### config.mk
export PLATFORM = sky130hd
export DESIGN_NAME = dual_clk_divider
export DESIGN_NICKNAME = d
export VERILOG_FILES = /design/src/rtl/cdu_pkg.sv /design/src/rtl/cdu_ctrl_reg.sv /design/src/rtl/cdu_ratio_div.sv /design/src/rtl/cdu_clk_gate.sv /design/src/rtl/dual_clk_divider.sv
export SDC_FILE = /design/constraint.sdc
export NUM_CORES = 1
export LEC_CHECK = 0
export ABC_AREA = 1
export BUFFER_PORTS_ARGS = -buffer_cell sky130_fd_sc_hd__buf_2
export CAP_MARGIN = 20
export CORE_MARGIN = 1
export CORE_UTILIZATION = 50
export CTS_CLUSTER_SIZE = 20
export DETAILED_ROUTE_END_ITERATION = 8
export GPL_TIMING_DRIVEN = 0
export PLACE_DENSITY = 0.72
export SYNTH_ARGS = -nofsm -noshare
export SYNTH_HDL_FRONTEND = slang
export SYNTH_SLANG_ARGS = --single-unit
### constraint.sdc
create_clock -name clk_ref -period 2.73 [get_ports clk_ref]
set_input_delay 0.4095 -clock clk_ref [delete_from_list [all_inputs] [get_ports clk_ref]]
set_output_delay 0.4095 -clock clk_ref [all_outputs]
set_load 0.01 [all_outputs]
### src/rtl/cdu_pkg.sv
// Shared widths, control-register layout and reset value for the divider unit.
package cdu_pkg;
    localparam int CORE_SEL_W = 2;
    localparam int SYS_SEL_W  = 4;
    // Core ratio reaches 2**(2**CORE_SEL_W - 1), so this many bits hold it.
    localparam int CORE_RW    = 1 << CORE_SEL_W;
    localparam int SYS_RW     = SYS_SEL_W;

    typedef struct packed {
        logic                  ref_en;    // bit 7
        logic                  ext_en;    // bit 6
        logic [SYS_SEL_W-1:0]  sys_sel;   // bits 5:2
        logic [CORE_SEL_W-1:0] core_sel;  // bits 1:0
    } cdu_ctrl_t;

    localparam int CTRL_W = $bits(cdu_ctrl_t);
    localparam int SYS_RST_RATIO  = 5;
    localparam int CORE_RST_RATIO = 1;
    localparam cdu_ctrl_t CTRL_RST = '{ref_en: 1'b1, ext_en: 1'b1,
                                       sys_sel: SYS_SEL_W'(SYS_RST_RATIO),
                                       core_sel: '0};
endpackage

### src/rtl/cdu_ctrl_reg.sv
// Control register of the divider unit.
// Stores the two ratio selects and the two gate enables.
// A write with a zero system select keeps the previous system select.
// Assumes: writes are synchronous to clk.
module cdu_ctrl_reg
    import cdu_pkg::*;
(
    input  logic              clk,
    input  logic              rst_n,
    input  logic              we,
    input  logic [CTRL_W-1:0] wdata,
    output cdu_ctrl_t         ctrl
);
    cdu_ctrl_t wr;
    assign wr = cdu_ctrl_t'(wdata);

    // Store each written field; reject an all-zero system select.
    always_ff @(posedge clk) begin
        if (!rst_n) begin
            ctrl <= CTRL_RST;
        end else if (we) begin
            ctrl.ref_en   <= wr.ref_en;
            ctrl.ext_en   <= wr.ext_en;
            ctrl.core_sel <= wr.core_sel;
            if (wr.sys_sel != '0)
                ctrl.sys_sel <= wr.sys_sel;
        end
    end


    sys_sel_nonzero_chk: assert property (@(posedge clk) disable iff (!rst_n)
        ctrl.sys_sel != '0);
endmodule

### src/rtl/cdu_ratio_div.sv
// Integer clock divider with a ratio loaded at period boundaries.
// It counts reference cycles from 0 to ratio-1. The strobe is high on the
// last count. A requested ratio is taken up only at that boundary.
// The divided clock is high for the first floor(ratio/2) counts.
// A ratio of 1 passes the reference clock straight through.
// Assumes: pend_ratio is never zero.
module cdu_ratio_div #(
    parameter int RW        = 4,
    parameter int RST_RATIO = 5
) (
    input  logic          clk,
    input  logic          rst_n,
    input  logic [RW-1:0] pend_ratio,
    output logic          div_clk,
    output logic          div_stb
);
    logic [RW-1:0] cnt, act, nxt_cnt, nxt_act;
    logic          clk_q;

    assign div_stb = (cnt == act - RW'(1));

    // Next count and ratio: restart and reload at the period boundary.
    always_comb begin
        nxt_act = div_stb ? pend_ratio : act;
        nxt_cnt = div_stb ? '0 : cnt + RW'(1);
    end

    // Advance the counter and shape the divided clock from the next count.
    always_ff @(posedge clk) begin
        if (!rst_n) begin
            cnt   <= '0;
            act   <= RW'(RST_RATIO);
            clk_q <= (RST_RATIO > 1);
        end else begin
            cnt   <= nxt_cnt;
            act   <= nxt_act;
            clk_q <= (nxt_cnt < (nxt_act >> 1));
        end
    end

    assign div_clk = (act == RW'(1)) ? clk : clk_q;


    cnt_range_chk: assert property (@(posedge clk) disable iff (!rst_n)
        cnt < act);

    ratio_boundary_chk: assert property (@(posedge clk) disable iff (!rst_n)
        (act != $past(act)) |-> $past(div_stb));

    pend_nonzero_chk: assert property (@(posedge clk) disable iff (!rst_n)
        pend_ratio != '0);

    stb_low_chk: assert property (@(posedge clk) disable iff (!rst_n)
        (div_stb && act > RW'(1)) |-> !clk_q);
endmodule

### src/rtl/cdu_clk_gate.sv
// Clock gate whose enable is captured on the falling reference edge.
// The enable is captured only when load is high. Callers pick a moment
// when the gated clock is low, so that no partial pulse can appear.
// Assumes: clk_in is low while clk is low whenever load is high.
module cdu_clk_gate #(
    parameter bit RST_EN = 1'b1
) (
    input  logic clk,
    input  logic rst_n,
    input  logic clk_in,
    input  logic en,
    input  logic load,
    output logic gclk
);
    logic en_q;

    // Take up the new enable on a falling edge at a caller-chosen moment.
    always_ff @(negedge clk) begin
        if (!rst_n)
            en_q <= RST_EN;
        else if (load)
            en_q <= en;
    end

    assign gclk = clk_in & en_q;
endmodule

### src/rtl/dual_clk_divider.sv
// Dual ratio clock divider, top level.
// A control register feeds a power-of-two core divider and an integer
// system divider. Two clock gates produce the off-board system copy and
// the buffered reference copy.
// Assumes: clk_ref is the only clock and rst_n is synchronous to it.
module dual_clk_divider
    import cdu_pkg::*;
(
    input  logic              clk_ref,
    input  logic              rst_n,
    input  logic              cfg_we,
    input  logic [CTRL_W-1:0] cfg_wdata,
    output logic [CTRL_W-1:0] cfg_rdata,
    output logic              core_clk,
    output logic              core_stb,
    output logic              sys_clk,
    output logic              sys_stb,
    output logic              ext_clk,
    output logic              ref_out
);
    cdu_ctrl_t          ctrl;
    logic [CORE_RW-1:0] core_pend;
    logic [SYS_RW-1:0]  sys_pend;

    cdu_ctrl_reg u_reg (
        .clk(clk_ref), .rst_n(rst_n), .we(cfg_we), .wdata(cfg_wdata), .ctrl(ctrl)
    );

    assign cfg_rdata = ctrl;
    // Core select is an exponent; the system select is the ratio itself.
    assign core_pend = CORE_RW'(1) << ctrl.core_sel;
    assign sys_pend  = ctrl.sys_sel;

    cdu_ratio_div #(.RW(CORE_RW), .RST_RATIO(CORE_RST_RATIO)) u_core_div (
        .clk(clk_ref), .rst_n(rst_n), .pend_ratio(core_pend),
        .div_clk(core_clk), .div_stb(core_stb)
    );

    cdu_ratio_div #(.RW(SYS_RW), .RST_RATIO(SYS_RST_RATIO)) u_sys_div (
        .clk(clk_ref), .rst_n(rst_n), .pend_ratio(sys_pend),
        .div_clk(sys_clk), .div_stb(sys_stb)
    );

    // Off-board copy: the enable changes only in the last cycle of a system period.
    cdu_clk_gate #(.RST_EN(1'b1)) u_ext_gate (
        .clk(clk_ref), .rst_n(rst_n), .clk_in(sys_clk), .en(ctrl.ext_en),
        .load(sys_stb), .gclk(ext_clk)
    );

    // Reference copy: the enable changes on any falling edge.
    cdu_clk_gate #(.RST_EN(1'b1)) u_ref_gate (
        .clk(clk_ref), .rst_n(rst_n), .clk_in(clk_ref), .en(ctrl.ref_en),
        .load(1'b1), .gclk(ref_out)
    );
endmodule

---- After elaboration in Yosys (flattened, before gate mapping) ----
Cells that the tools add are included.
storage, ports and cells
  register bits ........................... 28
  output and inout port bits .............. 14
cells by class
  equal/unequal tests ..................... 4
  shifts and indexed selects .............. 1
  reductions and logical operators ........ 2
  $add $sub $neg .......................... 4
  multiplexer cells ....................... 6
  bitwise operators ....................... 2
  $lt $le $gt $ge ......................... 2
operator list
  operator             count
  $mux 4               4
  $add 4x1->4 const B  2
  $eq 4x1->1 const B   2
  $eq 4x4->1           2
  $lt 4x3->1           2
  $sub 4x1->4 const B  2
  $reduce_bool 4->1    1
  $shl 1x2->4 const A  1
  $and 1x1->1          2
  $mux 1               2
  $reduce_and 2->1     1

---- Depth between registers and ports, before layout ----
Gate-level depths: netlist of the first run.
  depth after elaboration ................. 4
  depth in mapped cells ................... 18

---- Hierarchy ----
A second synthesis of the first run with hierarchy kept.
second synthesis, totals
  cells, all modules ...................... 228
  area, all modules ....................... 1596.5 um^2
by module, submodules not included
  module                      cells each  sequential area each (um^2)  instances  area an instance (um^2)
  cdu_ratio_div (u_sys_div)   85          180.2                        1          589.3
  cdu_ratio_div (u_core_div)  80          180.2                        1          568.0
  cdu_ctrl_reg                39          160.2                        1          299.0
  cdu_clk_gate                8           20.0                         2          55.1
  dual_clk_divider            8           0.0                          1          30.0

==> impl_metrics.toml, run 1 <==
[clocking]
postCtsHoldBufs = 0
path_clk_slew_ns = 0.08
cts_tree = "built"
clk_latency_ns = 0.49

[timing]
fin_skew_ns = 0.0637
hold_ws_ns = 0.185
rsz0062_at_grt = "true"
maxSlewHeadroom = 0.653
worstMarginPinSlew_ns = 0.521
report.final.slew_viol_count = 0
final-hold-violation-count = 0
setup_viol = 4
fin_ws_ns = -0.106
tns_ns = -0.149

[finish]
layout_common_cells = "46 x nand2_1, 29 x inv_1, 24 x buf_2, 24 x dfxtp_1, 19 x nor2_1"
area_delta_synth_final_pct = 25.1
drive_above_1_share = 0.288
layout_commonest_cell = "nand2_1"
nets = 276
n_antenna_cell = 0

[power]
leakage_nw = 0.975
finalPower_w = 0.00190
power_frac_seq = 0.290
combPwrFrac = 0.439
p_sw_w = 0.000810
switching_share = 0.427
clock_power_share = 0.271
intPower_w = 0.00109
ir_worst_vdd_uv = 634
p_per_area_nw_per_um2 = 1000

[route]
dr.pass1.iters = 4
drc_errors = 0
wl_mm = 3.35
viasPerCell = 5.04
vias = 1452
wire_per_inst_um = 11.6
dr.first_iter.drc_count = 35
ant_nets = 0

[yosys]
yosysWarnings = 0
synth-seq-area-share = 0.372
synth_area_um2 = 1510
async_reset_ff_frac = 0
syn_area_per_cell_um2 = 7.28
syn_inst = 207
ys.flop_type = "dfxtp_1"
ys_seq_elements = 28
synthesis.nets = 228
synthDistinctLibCells = 30
synth_edf_count = 0

[floorplanning]
die_height_um = 56.9
ios = 25
fp-row-count = 19
die-area_um2 = 3240
initial_core_util = 0.537
coreArea_um2 = 2810
die_w_um = 56.9

[outcome]
status = "complete, but fails checks"
violations = "negative setup slack"

[critical_path]
worstPathArrival_ns = 2.43
critPathLaunchType = "register"
cp_data_required_time_ns = 2.32
path_max_fanout = 2
end_kind = "primary output"
crit_type = "register to primary output"

[placed_design]
place.gp.congestion = 0.799
port_buffers = 23
pre_cts_ws_ns = -0.187
hpwl_mm = 2.25

[grt]
grtUsageTotal = 0.240
grt_pass1_vias = 1370
grt_pass1_wl_mm = 5.71
antenna_found_initial = 0
grt_overflow_total = 0
grt_max_degree = 11

[min_path]
hp-class = "input port to register"

[run]
maxCapViolations = 0
[layout make-up]
class	instances	area, um^2
clock inverter	6	22.5
buffer	4	23.8
clock buffer	20	139
sequential	28	566
tap	31	38.8
inverter	31	121
multi-input combinational	140	813
fill	255	918
timing repair buffer	28	163
[timing repair]
action | 4_1_cts | 5_1_grt
gates resized for setup | 2 | 8
pin swaps | 6 | 3
cloned | 0 | 0
setup buffers | 7 | 2
setup endpoints to repair | 6 | 5
[stage by stage]
stage	util	instances	instance area [um^2]
after floorplan	-	207	1530
after global placement	0.600	261	1680
after detailed placement	0.600	261	1680
after CTS	0.666	287	1870
after global routing	0.673	288	1890
final	0.673	288	1890
[worst paths after layout]
check | startpoint | endpoint | slack (ns) | cells after the start
setup / recovery | u_ext_gate.en_q | ext_clk | -0.11 | 3
hold / removal | cfg_wdata[6] | u_reg.ctrl[6] | 0.19 | 3
setup reg to reg | u_sys_div.act[0] | u_ext_gate.en_q | 0.07 | 10
hold reg to reg | u_reg.ctrl[4] | u_reg.ctrl[4] | 0.47 | 2
[cell usage after synthesis, types with 2 or more instances]
cell      count  area share
a21oi_1       8       0.027
nor2_1       22       0.055
ha_1         10       0.083
xnor2_1       6       0.035
nand2_1      49        0.12
o21ai_0       7       0.023
inv_1        32       0.080
o211ai_1      2       0.010
xor2_1        6       0.035
nand3_1      10       0.033
nor3_1        5       0.017
dfxtp_1      28        0.37
o31ai_1       2       0.010
nand2_2       2      0.0083
buf_4         3       0.015
[cell families after synthesis]
group / Yosys count / synth area share
simple gates: 95 / 0.273
buf+inv: 39 / 0.107
flops: 28 / 0.372
compound gates: 23 / 0.0954
xor+xnor: 12 / 0.0697
fa+ha+maj: 10 / 0.0830
[per-layer routing]
layer,vias up,share of wire,GRT usage
met3,12,0.058,0.0945
met5,-,0,0
li1,742,-,-
met4,0,0.028,0.178
met2,57,0.46,0.365
met1,641,0.45,0.270
[state kept, by name, indices dropped and copies added, names as in the netlist]
signal and flops:
u_core_div.clk_q 1, u_sys_div.clk_q 1, u_ext_gate.en_q 1, u_sys_div.cnt 4
u_reg.ctrl 8, u_core_div.act 4, u_sys_div.act 4, u_core_div.cnt 4
u_ref_gate.en_q 1
[worst max-delay path, cell delays in order, from the launching register on]
cell	delay (ns)
dfxtp_2	0.32
inv_2	0.04
nor2_2	0.09
buf_2	0.13
[power by group through the flow]
stage / registers [W] / clock network [W] / logic (W)
after global placement: 0.000555 / 0.0000957 / 0.000750
final: 0.000549 / 0.000514 / 0.000832
after global routing: 0.000559 / 0.000558 / 0.000950
after CTS: 0.000548 / 0.000526 / 0.000815
after detailed placement: 0.000557 / 0.0000957 / 0.000769
after floorplan: 0.000545 / 0.0000628 / 0.000618
Power figures use the tool's default switching activity.
==> run 2, diff against run 1 <==
- CELL_PAD_IN_SITES_DETAIL_PLACEMENT: default -> 0
- CELL_PAD_IN_SITES_GLOBAL_PLACEMENT: default -> 1
- CORE_UTILIZATION: 50 -> 40
- PLACE_DENSITY: 0.72 -> default
- PLACE_DENSITY_LB_ADDON: default -> 0.1
==> impl_metrics.toml, run 2 (synthesis results as in run 1) <==
[outcome]
status = "complete, but fails checks"
violations = "negative setup slack"

[timing]
setup_viol = 4
maxSlewHeadroom = 0.649
hold_ws_ns = 0.248
report.final.slew_viol_count = 0
worstMarginPinSlew_ns = 0.527
tns_ns = -0.0460
fin_skew_ns = 0.0761
rsz0062_at_grt = "true"
final-hold-violation-count = 0
fin_ws_ns = -0.0434

[floorplanning]
ios = 25
coreArea_um2 = 3470
die_w_um = 63.4
die-area_um2 = 4020
initial_core_util = 0.435
fp-row-count = 21
die_height_um = 63.4

[grt]
grt_pass1_wl_mm = 6.04
antenna_found_initial = 0
grt_pass1_vias = 1420
grt_overflow_total = 0
grtUsageTotal = 0.210
grt_max_degree = 11

[power]
p_per_area_nw_per_um2 = 1030
combPwrFrac = 0.393
clock_power_share = 0.339
p_sw_w = 0.000822
ir_worst_vdd_uv = 565
power_frac_seq = 0.269
intPower_w = 0.00123
switching_share = 0.401
leakage_nw = 1.00

[placed_design]
pre_cts_ws_ns = -0.227
port_buffers = 23
hpwl_mm = 2.42
place_inst = 276
place.gp.congestion = 0.736

[critical_path]
crit_type = "register to primary output"
cp_data_required_time_ns = 2.32
r2r-start = "u_sys_div.act[1]"
crit_slowest_cell = "dfxtp_2"
end_kind = "primary output"
rr_worst_depth = 10
max_stage_delay_ns = 0.31
setup.worst_path.start = "u_ext_gate.en_q"
cp_cell_sequence = "inv_2 -> nor2_2 -> buf_2"
path_max_fanout = 2
critPathLaunchType = "register"
crit_family = "flip-flops"
worstPathBufferInverterCount = 2
worstPathArrival_ns = 2.36
worst-path-stages = 3

[run]
maxCapViolations = 0

[min_path]
hp-start = "cfg_wdata[6]"
hp-class = "input port to register"
min_path_cells = 3

[route]
viasPerCell = 4.73
vias = 1428
wire_per_inst_um = 11.4
dr.first_iter.drc_count = 38
drc_errors = 0
ant_nets = 0
dr.pass1.iters = 4
wl_mm = 3.44

[finish]
largest_register_ffs = 8
layout_common_cells = "46 x nand2_1, 28 x inv_1, 24 x buf_2, 24 x dfxtp_1, 19 x nor2_1"
largest-register = "u_reg.ctrl"
final.fill_count = 349
n_antenna_cell = 0
drive_above_1_share = 0.293
final_util = 0.571
stdcell_count = 302
nets = 275
area_delta_synth_final_pct = 31.4
layout_commonest_cell = "nand2_1"

[clocking]
path_clk_slew_ns = 0.06
clk_latency_ns = 0.46
postCtsHoldBufs = 0
cts_tree = "built"
run 2: cell count changes in the layout (fill, tap and decap cells not counted):
| cell | change |
|---|---|
| buf_4 | -1 |
| clkbuf_8 | +12 |
| inv_4 | +1 |
| clkinv_2 | +1 |
| inv_1 | -1 |
| o21a_1 | -1 |
| o21a_4 | +1 |
| clkbuf_4 | -13 |
run 2: repair_timing:
| item | CTS | global route |
|---|---|---|
| gates resized for setup | 7 | 6 |
| endpoints found under the hold margin | 0 | 0 |
| setup endpoints to repair | 6 | 5 |
| cloned | 0 | 0 |
| buffers inserted | 7 | 1 |
| pin swaps | 6 | 3 |
run 2: routing by layer:
| metal | up-vias | routed length [um] | GRT usage | part of all wire |
|---|---|---|---|---|
| met1 | 632 | 1610 | 0.243 | 0.47 |
| li1 | 740 | - | - | - |
| met5 | - | 0 | 0 | 0 |
| met4 | 0 | 139 | 0.210 | 0.040 |
| met2 | 45 | 1480 | 0.281 | 0.43 |
| met3 | 11 | 212 | 0.0888 | 0.062 |
run 2: cell type report:
class,count,area [um^2],area share
clock inverters,7,27.5,0.0139
inverters,31,124,0.0625
well taps,46,57.6,0.0291
clock buffers,20,214,0.108
plain buffers,4,23.8,0.0120
repair buffers,26,148,0.0745
multi-input cells,140,821,0.414
flip-flops and latches,28,566,0.286
run 2: stage by stage:
| step | total power [W] | cell area (um^2) |
|---|---|---|
| 6_report | 0.00205 | 1980 |
| 5_1_grt | 0.00225 | 1980 |
| 4_1_cts | 0.00207 | 1970 |
| 3_5_place_dp | 0.00143 | 1700 |
| 3_3_place_gp | 0.00140 | 1700 |
| 2_1_floorplan | 0.00123 | 1530 |
run 2: path summary, 6_finish.rpt:
| path | endpoint | slack [ns] |
|---|---|---|
| max | ext_clk | -0.04 |
| max reg2reg | u_ext_gate.en_q | 0.04 |
| min | u_reg.ctrl[6] | 0.25 |
| min reg2reg | u_reg.ctrl[2] | 0.46 |
run 2: power groups by stage:
stage	Combinational (W)	Sequential, W	Clock (W)
after floorplan	0.000618	0.000545	0.0000628
after global placement	0.000755	0.000554	0.0000957
after detailed placement	0.000779	0.000557	0.0000957
after CTS	0.000809	0.000550	0.000714
after global routing	0.000932	0.000560	0.000759
final	0.000803	0.000550	0.000693
run 2: worst min-delay path, cell delays in order:
cell and delay, ns:
buf_2 0.07, nand2_1 0.04, nand3_1 0.07
==> run 3, diff against run 2 <==
- CORE_ASPECT_RATIO: default -> 1.2
==> impl_metrics.toml, run 3 (synthesis results as in run 1) <==
[grt]
grt_pass1_vias = 1576
grt_overflow_total = 0
grt_pass1_wl_mm = 6.42
grt_max_degree = 11
antenna_found_initial = 0
grtUsageTotal = 0.214

[timing]
report.final.slew_viol_count = 0
fin_skew_ns = 0.0797
worstMarginPinSlew_ns = 0.508
maxSlewHeadroom = 0.661
tns_ns = -0.112
fin_ws_ns = -0.0893
rsz0062_at_grt = "true"
setup_viol = 5
final-hold-violation-count = 0

[placed_design]
hpwl_mm = 2.60
place.gp.congestion = 0.750
port_buffers = 23

[critical_path]
end_kind = "primary output"
crit_type = "register to primary output"
critPathLaunchType = "register"
r2r-start = "u_sys_div.act[0]"
path_max_fanout = 2
worstPathArrival_ns = 2.41
setup.worst_path.start = "u_ext_gate.en_q"
cp_data_required_time_ns = 2.32

[finish]
nets = 275
largest_register_ffs = 8
n_antenna_cell = 0
layout_common_cells = "48 x nand2_1, 29 x inv_1, 24 x buf_2, 24 x dfxtp_1, 20 x nor2_1"
area_delta_synth_final_pct = 31.5
layout_commonest_cell = "nand2_1"
largest-register = "u_reg.ctrl"
drive_above_1_share = 0.277
final_util = 0.546
final.fill_count = 364

[floorplanning]
fp-row-count = 24
initial_core_util = 0.415
coreArea_um2 = 3630
die_height_um = 69.3
ios = 25
die_w_um = 58.0
die-area_um2 = 4020

[route]
wl_mm = 3.67
ant_nets = 0
dr.pass1.iters = 6
vias = 1451
dr.first_iter.drc_count = 60
viasPerCell = 4.71
wire_per_inst_um = 11.9
drc_errors = 1

[power]
p_per_area_nw_per_um2 = 1030
leakage_nw = 1.01
finalPower_w = 0.00205
ir_worst_vdd_uv = 487

[clocking]
cts_tree = "built"
clk_latency_ns = 0.46
postCtsHoldBufs = 0
path_clk_slew_ns = 0.06

[run]
maxCapViolations = 0

[outcome]
violations = "design-rule violations, negative setup slack"
status = "complete, but fails checks"

[min_path]
hp-start = "cfg_wdata[6]"
hp-class = "input port to register"
## run 3: per-stage QoR
step | hold WS, ns | worst slack (ns) | cell area (um^2) | std cells
after floorplan | 0.444 | -0.0425 | 1530 | 207
after global placement | 0.461 | -0.198 | 1710 | 282
after detailed placement | 0.468 | -0.196 | 1710 | 282
after CTS | 0.245 | -0.0876 | 1940 | 304
after global routing | 0.240 | -0.118 | 1980 | 308
final | 0.251 | -0.0893 | 1980 | 308
## run 3: repair_timing
item / 4_1_cts / 5_1_grt
pin swaps: 4 / 3
buffers inserted: 3 / 4
endpoints found under the setup margin: 6 / 5
gates resized for setup: 6 / 4
## run 3: worst max-delay path, cell delays in order (launching register included)
cell	delay, ns
dfxtp_2	0.31
inv_2	0.04
nor2_2	0.10
buf_2	0.14
## run 3: worst paths after layout
check / to / slack [ns] / cells after the start
worst min register to register: u_reg.ctrl[2] / 0.49 / 2
worst max-delay path: ext_clk / -0.09 / 3
worst max register to register: u_ext_gate.en_q / -0.02 / 10
worst min-delay path: u_reg.ctrl[6] / 0.25 / 3
## run 3: area by class of cell
cell class | instances | area, um^2 | area share
Clock inverter | 7 | 31.3 | 0.0158
Multi-Input combinational cell | 140 | 806 | 0.406
Inverter | 31 | 124 | 0.0625
Sequential cell | 28 | 568 | 0.286
Timing Repair Buffer | 25 | 140 | 0.0707
Tap cell | 52 | 65.1 | 0.0328
Buffer | 5 | 35.0 | 0.0177
Clock buffer | 20 | 214 | 0.108
## run 3: routing by layer
| layer | part of all wire | global-route usage | vias to the layer above |
|---|---|---|---|
| met1 | 0.36 | 0.198 | 654 |
| met4 | 0.047 | 0.161 | 0 |
| met2 | 0.55 | 0.361 | 36 |
| li1 | - | - | 738 |
| met3 | 0.046 | 0.0896 | 23 |
| met5 | 0 | 0 | - |
## run 3: power breakdown
part | leakage, nW | internal (W) | switching (W)
clock network | 0.160 | 0.000410 | 0.000289
registers | 0.230 | 0.000486 | 0.0000651
logic | 0.616 | 0.000327 | 0.000476
total | 1.01 | 0.00122 | 0.000830
